**config.mk**
```make
export PLATFORM = sky130hd
export DESIGN_NAME = altsign_dec_conv
export DESIGN_NICKNAME = d
export VERILOG_FILES = /design/src/rtl/altsign_pkg.sv /design/src/rtl/altsign_const_sel.sv /design/src/rtl/altsign_step.sv /design/src/rtl/altsign_digit_fix.sv /design/src/rtl/altsign_dec_conv.sv
export SDC_FILE = /design/constraint.sdc
export NUM_CORES = 1
export LEC_CHECK = 0
export CAP_MARGIN = 20
export CORE_MARGIN = 2
export CORE_UTILIZATION = 28
export DETAILED_ROUTE_END_ITERATION = 16
export PLACE_DENSITY = 0.46
export SLEW_MARGIN = 0
export SYNTH_ARGS = -nofsm -noshare
export SYNTH_HDL_FRONTEND = slang
export SYNTH_HIERARCHICAL = 1
export SYNTH_SLANG_ARGS = --single-unit
```
**constraint.sdc**
```tcl
create_clock -name clk_i -period 11.5 [get_ports clk_i]
set_clock_uncertainty 0.05 [all_clocks]
set_input_delay 2.3 -clock clk_i [delete_from_list [all_inputs] [get_ports clk_i]]
set_output_delay 2.3 -clock clk_i [all_outputs]
set_load 0.02 [all_outputs]
```
**src/rtl/altsign_pkg.sv**
```systemverilog
package altsign_pkg;

  typedef enum logic [1:0] {
    ST_IDLE,
    ST_RUN,
    ST_DONE
  } conv_state_e;

  // magnitude grows from the last stage upward; time chain alternates x10/x6 above 60 ticks
  function automatic longint stage_const(input bit time_mode, input int stage, input int n_stages);
    longint mag;
    mag = time_mode ? 64'sd60 : 64'sd1;
    for (int j = 1; j < 32; j++) begin
      if (j < n_stages - stage) begin
        mag = mag * ((time_mode && (j % 2 == 0)) ? 64'sd6 : 64'sd10);
      end
    end
    return (stage % 2 == 0) ? -mag : mag;
  endfunction

endpackage

```
**src/rtl/altsign_const_sel.sv**
```systemverilog
module altsign_const_sel #(
  parameter int ACC_W  = 32,
  parameter int N_DEC  = 9,
  parameter int N_TIME = 6,
  parameter int SEL_W  = 4
) (
  input  logic                    time_mode_i,
  input  logic [SEL_W-1:0]        stage_i,
  output logic signed [ACC_W-1:0] const_o,
  output logic                    last_o
);
  localparam int N_SLOT = 2 ** SEL_W;

  logic signed [ACC_W-1:0] dec_tbl  [N_SLOT];
  logic signed [ACC_W-1:0] time_tbl [N_SLOT];

  for (genvar s = 0; s < N_SLOT; s++) begin : g_tbl
    if (s < N_DEC) begin : g_dec
      assign dec_tbl[s] = ACC_W'(altsign_pkg::stage_const(1'b0, s, N_DEC));
    end else begin : g_dec_pad
      assign dec_tbl[s] = '0;
    end
    if (s < N_TIME) begin : g_time
      assign time_tbl[s] = ACC_W'(altsign_pkg::stage_const(1'b1, s, N_TIME));
    end else begin : g_time_pad
      assign time_tbl[s] = '0;
    end
  end

  assign const_o = time_mode_i ? time_tbl[stage_i] : dec_tbl[stage_i];
  assign last_o  = time_mode_i ? (stage_i == SEL_W'(N_TIME - 1))
                               : (stage_i == SEL_W'(N_DEC - 1));

endmodule

```
**src/rtl/altsign_step.sv**
```systemverilog
module altsign_step #(
  parameter int ACC_W = 32
) (
  input  logic signed [ACC_W-1:0] acc_i,
  input  logic signed [ACC_W-1:0] const_i,
  output logic signed [ACC_W-1:0] sum_o,
  output logic                    stop_o
);
  assign sum_o  = acc_i + const_i;
  // negative constant: stop once sum dips below zero; positive: once it is back at or above zero
  assign stop_o = const_i[ACC_W-1] ? sum_o[ACC_W-1] : ~sum_o[ACC_W-1];

endmodule

```
**src/rtl/altsign_digit_fix.sv**
```systemverilog
module altsign_digit_fix #(
  parameter int CNT_W = 4,
  parameter int DIG_W = 4,
  parameter int BASE  = 10
) (
  input  logic             neg_i,
  input  logic [CNT_W-1:0] adds_i,
  output logic [DIG_W-1:0] digit_o
);
  logic [CNT_W-1:0] raw;

  assign raw     = neg_i ? (adds_i - CNT_W'(1)) : (CNT_W'(BASE) - adds_i);
  assign digit_o = DIG_W'(raw);

endmodule

```
**src/rtl/altsign_dec_conv.sv**
```systemverilog
module altsign_dec_conv #(
  parameter int ACC_W  = 32,
  parameter int VAL_W  = 30,
  parameter int N_DEC  = 9,
  parameter int N_TIME = 6,
  parameter int DIG_W  = 4,
  parameter int BASE   = 10
) (
  input  logic                   clk_i,
  input  logic                   rst_ni,
  input  logic                   start_i,
  input  logic                   mode_i,
  input  logic [VAL_W-1:0]       value_i,
  output logic [DIG_W-1:0]       digit_o,
  output logic                   digit_valid_o,
  output logic [N_DEC*DIG_W-1:0] digits_o,
  output logic                   done_o
);
  import altsign_pkg::*;

  localparam int SEL_W = $clog2(N_DEC);
  localparam int CNT_W = $clog2(BASE + 1);
  localparam int OUT_W = N_DEC * DIG_W;

  conv_state_e             state_q;
  logic                    mode_q;
  logic [SEL_W-1:0]        stage_q;
  logic signed [ACC_W-1:0] acc_q;
  logic [CNT_W-1:0]        cnt_q;
  logic [OUT_W-1:0]        digits_q;
  logic [DIG_W-1:0]        digit_q;
  logic                    valid_q;
  logic                    done_q;

  logic signed [ACC_W-1:0] stage_const;
  logic signed [ACC_W-1:0] sum;
  logic                    last_stage;
  logic                    stop;
  logic [CNT_W-1:0]        adds;
  logic [DIG_W-1:0]        fixed_digit;
  logic [SEL_W-1:0]        last_idx;
  logic [SEL_W-1:0]        slot;

  altsign_const_sel #(
    .ACC_W (ACC_W),
    .N_DEC (N_DEC),
    .N_TIME(N_TIME),
    .SEL_W (SEL_W)
  ) u_const_sel (
    .time_mode_i(mode_q),
    .stage_i    (stage_q),
    .const_o    (stage_const),
    .last_o     (last_stage)
  );

  altsign_step #(
    .ACC_W(ACC_W)
  ) u_step (
    .acc_i  (acc_q),
    .const_i(stage_const),
    .sum_o  (sum),
    .stop_o (stop)
  );

  assign adds = cnt_q + CNT_W'(1);

  altsign_digit_fix #(
    .CNT_W(CNT_W),
    .DIG_W(DIG_W),
    .BASE (BASE)
  ) u_digit_fix (
    .neg_i  (stage_const[ACC_W-1]),
    .adds_i (adds),
    .digit_o(fixed_digit)
  );

  assign last_idx = mode_q ? SEL_W'(N_TIME - 1) : SEL_W'(N_DEC - 1);
  assign slot     = last_idx - stage_q;

  always_ff @(posedge clk_i or negedge rst_ni) begin
    if (!rst_ni) begin
      state_q  <= ST_IDLE;
      mode_q   <= 1'b0;
      stage_q  <= '0;
      acc_q    <= '0;
      cnt_q    <= '0;
      digits_q <= '0;
      digit_q  <= '0;
      valid_q  <= 1'b0;
      done_q   <= 1'b0;
    end else begin
      valid_q <= 1'b0;
      done_q  <= 1'b0;
      unique case (state_q)
        ST_IDLE: begin
          if (start_i) begin
            mode_q   <= mode_i;
            acc_q    <= {{(ACC_W - VAL_W){1'b0}}, value_i};
            stage_q  <= '0;
            cnt_q    <= '0;
            digits_q <= '0;
            state_q  <= ST_RUN;
          end
        end
        ST_RUN: begin
          acc_q <= sum;
          if (stop) begin
            digit_q <= fixed_digit;
            valid_q <= 1'b1;
            for (int i = 0; i < N_DEC; i++) begin
              if (SEL_W'(i) == slot) digits_q[i*DIG_W +: DIG_W] <= fixed_digit;
            end
            cnt_q <= '0;
            if (last_stage) state_q <= ST_DONE;
            else            stage_q <= stage_q + SEL_W'(1);
          end else begin
            cnt_q <= adds;
          end
        end
        ST_DONE: begin
          state_q <= ST_IDLE;
          done_q  <= 1'b1;
        end
        default: state_q <= ST_IDLE;
      endcase
    end
  end

  assign digit_o       = digit_q;
  assign digit_valid_o = valid_q;
  assign digits_o      = digits_q;
  assign done_o        = done_q;

  // a stage never needs more than BASE additions for in-range inputs
  assert_cnt_bound_R5: assert property (@(posedge clk_i) disable iff (!rst_ni)
    (state_q == ST_RUN) |-> (cnt_q < CNT_W'(BASE)));

  // carried overshoot: negative stages start non-negative, positive stages start negative
  assert_carry_sign_R5: assert property (@(posedge clk_i) disable iff (!rst_ni)
    (state_q == ST_RUN && cnt_q == '0) |-> (acc_q[ACC_W-1] == ~stage_const[ACC_W-1]));

  assert_digit_range_R8: assert property (@(posedge clk_i) disable iff (!rst_ni)
    digit_valid_o |-> (digit_o <= DIG_W'(BASE - 1)));

  assert_done_pulse_R5: assert property (@(posedge clk_i) disable iff (!rst_ni)
    done_o |=> !done_o);

  assert_done_after_last_R5: assert property (@(posedge clk_i) disable iff (!rst_ni)
    done_o |-> $past(digit_valid_o));

  assert_start_ignored_R7: assert property (@(posedge clk_i) disable iff (!rst_ni)
    (state_q != ST_IDLE) |=> $stable(mode_q));

endmodule

```
== Yosys cells after proc, flatten, opt, wreduce, memory -nomap -nowiden ==
Memories as Yosys holds them, arrays and structs flattened.
Cells that the tools add are included.
Cells by class
  $add $sub $neg: 6
  $lt $le $gt $ge: 1
  eq/ne operators: 25
  shift operators: 0
  reductions and logical operators: 17
  muxes and demuxes: 36
  bitwise logic cells: 2
  divide/modulo/power cells: 0
  multipliers: 0
Operators with widths (number)
  2-to-1 mux 32 bit: 6
  2-to-1 mux 36 bit: 2
  one-hot mux 36 bit (2 select lines): 1
  one-hot mux 32 bit (2 select lines): 1
  2-to-1 mux 4 bit: 15
  AND reduction 4 bit: 10
  adder 32 bit: 1
  inequality test 2 bit, second input constant: 13
  equality test 3 x 4 -> 1 bit, first input constant: 4
  one-hot mux 4 bit (2 select lines): 2
  adder 4 x 1 -> 4 bit, second input constant: 2
  equality test 2 x 4 -> 1 bit, first input constant: 2
  2-to-1 mux 2 bit: 3
  AND reduction 2 bit: 3
  >= comparator 5 bit, second input constant: 1
  2-to-1 mux 1 bit: 5
  inverter 4 -> 5 bit: 1
  equality test 1 x 4 -> 1 bit, first input constant: 1
  equality test 4 x 3 -> 1 bit, second input constant: 1
  equality test 4 bit, first input constant: 1
  equality test 4 bit, second input constant: 1
  logical NOT 4 bit: 1
  one-hot mux 2 bit (2 select lines): 1
  subtractor 4 x 1 -> 4 bit, second input constant: 1
  8 further kinds: 8
Storage, ports and cells
  bits in latches: 0
  memory bits (read-only): 1024
  word-level logic and storage cells: 106
  bits in registers: 85
  input bits: 34
  memory bits (writable): 0
  memories kept: 2
Memory list
  (name not given): depth 16, width 32, read ports 1, clocked after memory_dff 0, wr ports 0, RTL line altsign_const_sel.sv:30  | assign const_o = time_mode_i ? time_tbl[stage_i] : dec_tbl[stage_i];
  (name not given): depth 16, width 32, read ports 1, clocked after memory_dff 0, wr ports 0, RTL line altsign_const_sel.sv:30

== Longest topological paths before layout ==
Gate-level depths: netlist (run 1).
  word-level depth: 10
  mapped depth: 21

== By module ==
The synthesis (run 1) kept the hierarchy.
Modules (own cells, without submodules)
  altsign_dec_conv: area each 3816.2 um^2, cells an instance 353, seq. area each 2127.0 um^2, instances 1
  altsign_step: area each 1632.8 um^2, cells an instance 215, seq. area each 0.0 um^2, instances 1
  altsign_const_sel: area each 708.2 um^2, cells an instance 109, seq. area each 0.0 um^2, instances 1
  altsign_digit_fix: area each 90.1 um^2, cells an instance 11, seq. area each 0.0 um^2, instances 1

== Worst setup path before layout (run 1) ==
OpenSTA, ideal clock, no wires.
  kind: register -> register
  from: register stage_q[0]
  to: register digits_q[20] (netlist: digits_o[20])
  stages on the path, launching flop included: 20
  path slack: 6.721 ns
  buffers on the path: 1
  arrival time: 4.597 ns
  library setup time: 0.133 ns
  cells stage by stage: dfrtp_1 inv_1 ha_1 and2_1 o21ai_1 o21ai_1 ha_1 a21oi_2 o21bai_1 a221o_1 a21bo_2 a31oi_4 o311ai_4 xnor2_1 mux2i_1 or2_4 or3_1 or3_1 buf_2 mux2i_1
Between the ends
  cells in the longest elaborated chain, start to end: 10
RTL lines
  start, declared: RTL line altsign_dec_conv.sv:27  | logic [SEL_W-1:0] stage_q;
  start signal, assigned: RTL line altsign_dec_conv.sv:115  | else stage_q <= stage_q + SEL_W'(1);
  inverter 4 -> 5 bit (implied by the code) *: RTL line altsign_const_sel.sv:30
  memory (16 x 32 bit)
  2-to-1 mux 32 bit (implied by the code) (2 in series): RTL line altsign_const_sel.sv:30
  2-to-1 mux 32 bit *: RTL line altsign_const_sel.sv:30
  net stage_const[18]: RTL line altsign_dec_conv.sv:35  | logic signed [ACC_W-1:0] stage_const;
  adder 32 bit *: RTL line altsign_step.sv:9  | assign sum_o = acc_i + const_i;
  inverter 1 bit: RTL line altsign_step.sv:11  | assign stop_o = const_i[ACC_W-1] ? sum_o[ACC_W-1] : ~sum_o[ACC_W-1];
  2-to-1 mux 1 bit *: RTL line altsign_step.sv:11
  net stop: RTL line altsign_dec_conv.sv:38  | logic stop;
  inequality test 2 bit (no line) *
  AND reduction 4 bit (no line) *
  end signal, assigned by index: RTL line altsign_dec_conv.sv:111  | if (SEL_W'(i) == slot) digits_q[i*DIG_W +: DIG_W] <= fixed_digit;
  end, declared: RTL line altsign_dec_conv.sv:30  | logic [OUT_W-1:0] digits_q;
The timed path passes the listed nets; every way through them passes the cells marked *. The select of a mux whose other input is x is not followed.
A chain may end at the register's enable or synchronous reset.

== Worst setup path after layout (run 1) ==
  from: register stage_q[0]
  to: register digits_q[22] (netlist: digits_o[22])
Same word-level chain as after synthesis.

==> impl_metrics.env, run 1 <==
export IMPL_numClockSinks=85
export IMPL_synth_edf_count=0
export IMPL_routed_wl_um=16600
export IMPL_yosys_warnings=6
export IMPL_clkSlewWorstSetupHoldPaths_ps=80
export IMPL_mostFrequentLayoutCell="nand2_1"
export IMPL_drc=0
export IMPL_synth_area_um2=6250
export IMPL_period_share_pct=49.4
export IMPL_ios=76
export IMPL_grt_usage_pct=14.6
export IMPL_ys_ff_latch=85
export IMPL_wl_per_cell_um=16.2
export IMPL_clockBufferDepth=2
export IMPL_synthCells=688
export IMPL_ant_nets=0
export IMPL_antenna_found_initial=0
export IMPL_cts_tree="yes"
export IMPL_synth_async_reset_ratio_pct=100
export IMPL_worstSetupStartpointType="flip-flop"
export IMPL_rows=54
export IMPL_fillers=2269
export IMPL_tightest_slew_ps=872
export IMPL_die_area_um2=23500
export IMPL_path_cells="inv_1, ha_1, and2_1, a21oi_1, o21ai_1, ha_1, a21oi_1, nand2_1, a21o_1, a211o_1, o2111ai_1, o311ai_4, xnor2_1, mux2i_1, or2_4, or3_1, or3_1, mux2i_1"
export IMPL_syn_num_nets=767
export IMPL_wl_met1_um=8070
export IMPL_syn_area_per_cell_um2=9.08
export IMPL_gp_congestion=0.867
export IMPL_path_class="reg -> reg"
export IMPL_drive_gt1_share_pct=6.33
export IMPL_yosys_most_used_dff="dfrtp_1"
export IMPL_grt_ovfl_total=0
export IMPL_yosysSeqAreaShare_pct=34.0
export IMPL_setup_violations=0
export IMPL_start_util_pct=28.5
export IMPL_ctsHoldBuffers=0
export IMPL_drt_iter0_drc=245
export IMPL_rsz0062_at_grt="no"
export IMPL_die_y_um=153
export IMPL_syn_to_final_growth_pct=19.9
export IMPL_vias=5128
export IMPL_critPathMaxStageDelay_ps=690
export IMPL_path_max_fanout=14
export IMPL_slew_headroom_pct=41.9
export IMPL_fin_setup_tns_ps=0
export IMPL_h_tree_depth=3
export IMPL_hp_class="reg -> reg"
export IMPL_die_w_um=153
export IMPL_ctsResizeCount=0
export IMPL_root_buffer="clkbuf_16"
export IMPL_design_core_area_um2=21900
export IMPL_final_cell_mix="nand2_1, dfrtp_1, clkdlybuf4s50_1"
export IMPL_dp_hpwl_um=12000
export IMPL_drt_vias_per_instance=5.01
export IMPL_highest_layer="met4"
export IMPL_clkLatencyLatePin_ps=360
export IMPL_grt_max_degree=75
export IMPL_endpoint_kind="flip-flop"
export IMPL_hold_viol_final=0
export IMPL_slew_violations=0
export IMPL_route_met2_wl_um=7720
export IMPL_first_global_vias=5254
export IMPL_postCtsSetupBuffers=0
export IMPL_num_antenna_cells=0
export IMPL_worstPathArrival_ps=5850
export IMPL_nets=817
export IMPL_cts_made_buffers=9
export IMPL_status="finished clean"
export IMPL_io_buffers=75
export IMPL_slowest_stage="o21ai_1"
export IMPL_pre_cts_slack_ps=5820
export IMPL_cp_top_family="compound AO/OA/AOI/OAI gates"
export IMPL_path_buf_inv=1
export IMPL_met3_length_um=577
export IMPL_ys_types=75
export IMPL_finalHoldWorstSlack_ps=446
export IMPL_dp_cells=1006
export IMPL_setup_ws_ps=5820
export IMPL_maxCapViolCount=0
export IMPL_crit_required_ps=11670
export IMPL_fmax_ghz=0.176
export IMPL_dr_pass1_iters=4
export IMPL_instances_no_fill=1023
export IMPL_min_period_ps=5680
export IMPL_grt_pass1_wl_um=27900
cells by family after synthesis:
family / share of synthesized area (%)
xor gates and xnor gates: 5.85
DFF: 34.0
muxes: 11.7
and+or+nand+nor: 15.4
buffers and inverters: 4.93
AOI/OAI and AO/OA: 18.7
adders and majority gates: 9.31
stage by stage:
stage | util [%] | instance area [µm²]
after detailed placement | 32.7 | 7160
after global routing | 34.2 | 7490
after CTS | 34.1 | 7460
after floorplan | - | 6250
final | 34.2 | 7490
after global placement | 32.7 | 7160
layer usage:
metal  track usage, %  vias to the layer above
met1             20.2                     2469
met4             4.06                        0
met3             2.55                       11
li1                 -                     2555
met2             23.6                       93
met5                0                        -
final cells by class:
cell class | instances | area [µm²] | area share, %
multi-input combinational | 542 | 3830 | 51.2
sequential | 85 | 2130 | 28.4
timing repair buffer | 79 | 798 | 10.7
tap | 280 | 350 | 4.68
clock buffer | 9 | 225 | 3.01
inverter | 21 | 81.3 | 1.09
clock inverter | 7 | 76.3 | 1.02
synthesized netlist by cell type (8+ instances only):
cell,n,area share [%]
a21o_1,9,1.1
a21oi_1,44,3.5
buf_4,9,1.1
clkbuf_1,18,1.1
dfrtp_1,85,34
ha_1,44,8.8
inv_1,20,1.2
mux2i_1,71,11
nand2_1,107,6.4
nand3_1,10,0.80
nor2_1,26,1.6
nor2b_1,8,0.80
o211ai_1,8,0.96
o21ai_0,50,4.0
o21ai_1,13,1.0
xnor2_1,23,3.2
xor2_1,16,2.2
path summary, 6_finish.rpt:
kind	from	to	slack [ps]	depth (start not counted)
worst min-delay path	acc_q[18]	acc_q[18]	450	2
worst max register to register	stage_q[0]	digits_o[22]	5820	18
worst min register to register	acc_q[18]	acc_q[18]	450	2
min in group asynchronous	rst_ni	digits_o[9]	1710	1
max in group asynchronous	rst_ni	acc_q[24]	8830	3
worst max-delay path	stage_q[0]	digits_o[22]	5820	18
tightest hold or removal path, delay by kind of cell (launching register included):
kind,cells,cell delay [ps]
simple gates,1,50
flops,1,350
compound gates,1,60
sequential cells by signal (all words and copies together), names as in the netlist:
| register | cells |
|---|---|
| digits_o | 36 |
| acc_q | 32 |
| cnt_q | 4 |
| digit_o | 4 |
| stage_q | 4 |
| state_q | 2 |
| digit_valid_o | 1 |
| done_o | 1 |
| mode_q | 1 |
Power of run 1 is left out: the tool's default activity adds up to more than one toggle a clock period on the data nets, which glitch-free logic cannot reach.
==> run 2: changes to the inputs <==
Clock period 11.5 ns to 5.5 ns, I/O delays scaled along.
==> run 2 against run 1 <==
Net effect:
- clock-buffer cell count unchanged
- flip-flop and latch count unchanged
- register-to-register slack worse by 5300 ps
- worst setup slack worse by 5300 ps
- via count up 0.78%
- cell area up 0.67%
- sequential share of layout area down 0.19 points
- utilization up 0.23 points
- highest routed layer unchanged
==> impl_metrics.env, run 2 (same netlist as run 1, synthesis figures left out) <==
export IMPL_ant_nets=0
export IMPL_ctsResizeCount=0
export IMPL_setup_violations=0
export IMPL_endpoint_kind="flip-flop"
export IMPL_nets=825
export IMPL_slew_headroom_pct=50.2
export IMPL_grt_ovfl_total=0
export IMPL_dp_hpwl_um=12400
export IMPL_io_buffers=75
export IMPL_grt_usage_pct=14.3
export IMPL_die_w_um=153
export IMPL_die_y_um=153
export IMPL_path_max_fanout=10
export IMPL_hold_viol_final=0
export IMPL_grt_max_degree=67
export IMPL_clkSlewWorstSetupHoldPaths_ps=70
export IMPL_clockBufferDepth=2
export IMPL_fin_setup_tns_ps=0
export IMPL_rsz0062_at_grt="no"
export IMPL_h_tree_depth=3
export IMPL_final_cell_mix="nand2_1, dfrtp_1, clkdlybuf4s50_1"
export IMPL_first_global_vias=5119
export IMPL_grt_pass1_wl_um=27300
export IMPL_cts_made_buffers=9
export IMPL_antenna_found_initial=0
export IMPL_slew_violations=0
export IMPL_wl_per_cell_um=16.2
export IMPL_dr_pass1_iters=5
export IMPL_cts_tree="yes"
export IMPL_status="finished clean"
export IMPL_hp_class="reg -> reg"
export IMPL_min_period_ps=5030
export IMPL_period_share_pct=91.4
export IMPL_drive_gt1_share_pct=7.32
export IMPL_rrSetupSlack_ps=470
export IMPL_maxCapViolCount=0
export IMPL_num_antenna_cells=0
export IMPL_design_core_area_um2=21900
export IMPL_drc=0
export IMPL_rows=54
export IMPL_start_util_pct=28.5
export IMPL_die_area_um2=23500
export IMPL_gp_congestion=0.845
export IMPL_worstPathArrival_ps=5180
export IMPL_root_buffer="clkbuf_16"
export IMPL_ios=76
export IMPL_ctsHoldBuffers=0
export IMPL_clkLatencyLatePin_ps=350
export IMPL_worstSetupStartpointType="flip-flop"
export IMPL_tightest_slew_ps=747
export IMPL_largest_reg_flops=36
export IMPL_vias=5168
export IMPL_mostFrequentLayoutCell="nand2_1"
export IMPL_syn_to_final_growth_pct=20.7
export IMPL_postCtsSetupBuffers=0
export IMPL_path_class="reg -> reg"
export IMPL_numClockSinks=85
export IMPL_drt_iter0_drc=276
export IMPL_fmax_ghz=0.199
export IMPL_crit_required_ps=5650
export IMPL_drt_vias_per_instance=5.01
export IMPL_routed_wl_um=16700
==> run 2: cell count changes in the layout (fill, tap and decap cells not counted), sizes merged <==
| cell | delta |
|---|---|
| buf | +8 |
| bufinv | +1 |
| inv | +2 |
| clkinvlp | +1 |
| clkinv | -4 |
==> run 2: worst paths after layout <==
| path | start | end | depth (start not counted) |
|---|---|---|---|
| worst max register to register | stage_q[0] | digits_o[21] | 19 |
| worst min-delay path | acc_q[21] | acc_q[21] | 2 |
| worst max-delay path | stage_q[0] | digits_o[21] | 19 |
| min in group asynchronous | rst_ni | digits_o[8] | 1 |
| worst min register to register | acc_q[21] | acc_q[21] | 2 |
| max in group asynchronous | rst_ni | acc_q[21] | 2 |
==> run 2: metal layers <==
metal  up-vias  track usage [%]  share of wire, %
li1       2576                -                 -
met5         -                0                 0
met2        89             23.0                46
met3        14             2.01               3.2
met1      2489             19.9                50
met4         0             4.24               1.4
==> run 2: metrics by stage <==
step | utilization (%) | setup slack [ps] | cell area [µm²] | hold slack [ps] | cells
floorplan | - | 721 | 6250 | 406 | 688
global placement | 33.0 | 672 | 7230 | 431 | 1015
detailed placement | 33.0 | 530 | 7230 | 432 | 1015
CTS | 34.4 | 503 | 7540 | 451 | 1031
global route | 34.4 | 85.6 | 7540 | 464 | 1031
finish | 34.4 | 474 | 7540 | 446 | 1031
==> run 2: area by class of cell <==
cell class | instances | area, µm²
Multi-Input combinational cell | 542 | 3830
Inverter | 21 | 81.3
Tap cell | 280 | 350
Clock inverter | 7 | 86.3
Sequential cell | 85 | 2130
Timing Repair Buffer | 87 | 838
Clock buffer | 9 | 225
Fill cell | 2282 | 14400
==> run 2: worst max-delay path: stages, from the launching register on <==
cell and delay [ps]:
dfrtp_1 380, inv_1 100, ha_1 300, nand4bb_1 450, inv_4 180, a21oi_2 60
o21ai_1 130, ha_1 300, a21oi_1 200, o21ai_0 120, a221o_1 360, a21bo_2 240
a31oi_4 240, o311ai_4 120, xnor2_1 230, mux2i_1 130, or2_4 280, or3_1 350
or3_1 480, mux2i_1 160
Power of run 2 is left out for the same reason.
==> run 3: changes to the inputs <==
Settings changed: CELL_PAD_IN_SITES_DETAIL_PLACEMENT set to 1, CELL_PAD_IN_SITES_GLOBAL_PLACEMENT set to 2, CTS_CLUSTER_DIAMETER set to 100, PLACE_DENSITY 0.46 to 0.67.
==> run 3 against run 2 <==
Net effect:
- sequential share of layout area is essentially flat
- critical path depth unchanged
- register-to-register slack better by 80 ps
==> impl_metrics.env, run 3 (same netlist as run 1, synthesis figures left out) <==
export IMPL_num_antenna_cells=0
export IMPL_status="finished clean"
export IMPL_grt_pass1_wl_um=29800
export IMPL_dr_pass1_iters=4
export IMPL_crit_required_ps=5660
export IMPL_cts_made_buffers=9
export IMPL_ctsHoldBuffers=0
export IMPL_syn_to_final_growth_pct=20.6
export IMPL_min_from="acc_q[27]"
export IMPL_fin_setup_tns_ps=0
export IMPL_path_class="reg -> reg"
export IMPL_die_y_um=153
export IMPL_h_tree_depth=3
export IMPL_setup_violations=0
export IMPL_drc=0
export IMPL_slowest_stage="or3_1"
export IMPL_ios=76
export IMPL_grt_max_degree=56
export IMPL_path_cells="inv_1, ha_1, nand4bb_2, inv_4, a21oi_2, o21ai_1, ha_1, a21oi_1, o21ai_0, a221o_1, a21bo_2, a31oi_4, o311ai_4, xnor2_1, mux2i_1, or2_4, or3_1, or3_1, mux2i_1"
export IMPL_grt_usage_pct=15.6
export IMPL_mostFrequentLayoutCell="nand2_1"
export IMPL_rows=54
export IMPL_worstSetupStartpointType="flip-flop"
export IMPL_first_global_vias=5599
export IMPL_min_period_ps=4950
export IMPL_path_buf_inv=2
export IMPL_r2r_cells=19
export IMPL_slew_headroom_pct=47.6
export IMPL_clockBufferDepth=2
export IMPL_hold_viol_final=0
export IMPL_clkLatencyLatePin_ps=360
export IMPL_rsz0062_at_grt="no"
export IMPL_die_area_um2=23500
export IMPL_start_util_pct=28.5
export IMPL_setup_ws_ps=555
export IMPL_cp_top_family="compound AO/OA/AOI/OAI gates"
export IMPL_clkSlewWorstSetupHoldPaths_ps=70
export IMPL_numClockSinks=85
export IMPL_routed_wl_um=17700
export IMPL_pre_cts_slack_ps=336
export IMPL_endpoint_kind="flip-flop"
export IMPL_root_buffer="clkbuf_16"
export IMPL_grt_ovfl_total=0
export IMPL_drive_gt1_share_pct=7.33
export IMPL_hp_class="reg -> reg"
export IMPL_fmax_ghz=0.202
export IMPL_postCtsSetupBuffers=0
export IMPL_final_cell_mix="nand2_1, dfrtp_1, clkdlybuf4s50_1"
export IMPL_dp_hpwl_um=13600
export IMPL_rrSetupSlack_ps=550
export IMPL_maxCapViolCount=0
export IMPL_r2r_end="digits_o[21]"
export IMPL_vias=5174
export IMPL_largest_reg_flops=36
export IMPL_drt_vias_per_instance=5.02
export IMPL_io_buffers=75
export IMPL_design_core_area_um2=21900
export IMPL_ant_nets=0
export IMPL_hold_end="acc_q[27]"
export IMPL_drt_iter0_drc=211
export IMPL_antenna_found_initial=0
export IMPL_path_max_fanout=10
export IMPL_tightest_slew_ps=786
export IMPL_r2r_start="stage_q[0]"
export IMPL_min_delay_path_depth=2
export IMPL_die_w_um=153
export IMPL_critPathMaxStageDelay_ps=480
export IMPL_wl_per_cell_um=17.2
export IMPL_cts_tree="yes"
export IMPL_gp_congestion=0.882
export IMPL_worstPathArrival_ps=5110
export IMPL_slew_violations=0
export IMPL_nets=824
export IMPL_period_share_pct=89.9
## run 3: cell types whose count changed in the layout (fill, tap and decap cells not counted)
cell	change
inv_8	+1
nand4bb_1	-1
nor4_4	+1
nand4bb_2	+1
buf_4	-1
clkinvlp_4	-1
inv_6	-2
clkinv_8	+1
nor4_2	-1
bufinv_16	-1
clkinv_4	+2
## run 3: metrics by stage
step / cell area, µm² / cells / utilization, % / hold WS [ps]
floorplan: 6250 / 688 / - / 406
global placement: 7220 / 1014 / 33.0 / 426
detailed placement: 7220 / 1014 / 33.0 / 436
CTS: 7520 / 1030 / 34.4 / 454
global route: 7540 / 1030 / 34.4 / 469
finish: 7540 / 1030 / 34.4 / 443
## run 3: worst register-to-register path: cells and delay by family (launching register included)
kind,cells,cell delay (ps)
and+or+nand+nor,4,1460
buffers and inverters,2,260
AOI/OAI and AO/OA,8,1530
xor gates and xnor gates,1,220
muxes,2,290
adders and majority gates,2,630
DFF,1,380
## run 3: routing by layer
metal  vias to the layer above  routed length (µm)  global-route usage [%]
li1                       2550                   -                       -
met1                      2518                8500                    21.0
met2                        92                8440                    26.2
met3                        14                 602                    2.58
met4                         0                 196                    3.41
met5                         -                   0                       0
## run 3: how the worst max path moves through the flow
stage               startpoint            to  slack (ps)  depth (start not counted)
global route        stage_q[0]  digits_o[22]         150                         19
finish              stage_q[0]  digits_o[21]         550                         19
global placement    stage_q[0]  digits_o[20]         550                         19
detailed placement  stage_q[0]  digits_o[21]         340                         19
CTS                 stage_q[0]  digits_o[20]         320                         19
floorplan           stage_q[0]  digits_o[20]         720                         19
## run 3: cell type report
class                           instances  area, µm²
Clock buffer                            9        225
Clock inverter                          7       76.3
Fill cell                            2548      14400
Inverter                               21       81.3
Multi-Input combinational cell        542       3840
Sequential cell                        85       2130
Tap cell                              280        350
Timing Repair Buffer                   86        831
## run 3: repair_timing
action,in CTS,in global routing
resized for setup,0,2
endpoints found under the hold margin,0,0
setup endpoints to repair,0,9
Power of run 3 is left out for the same reason.
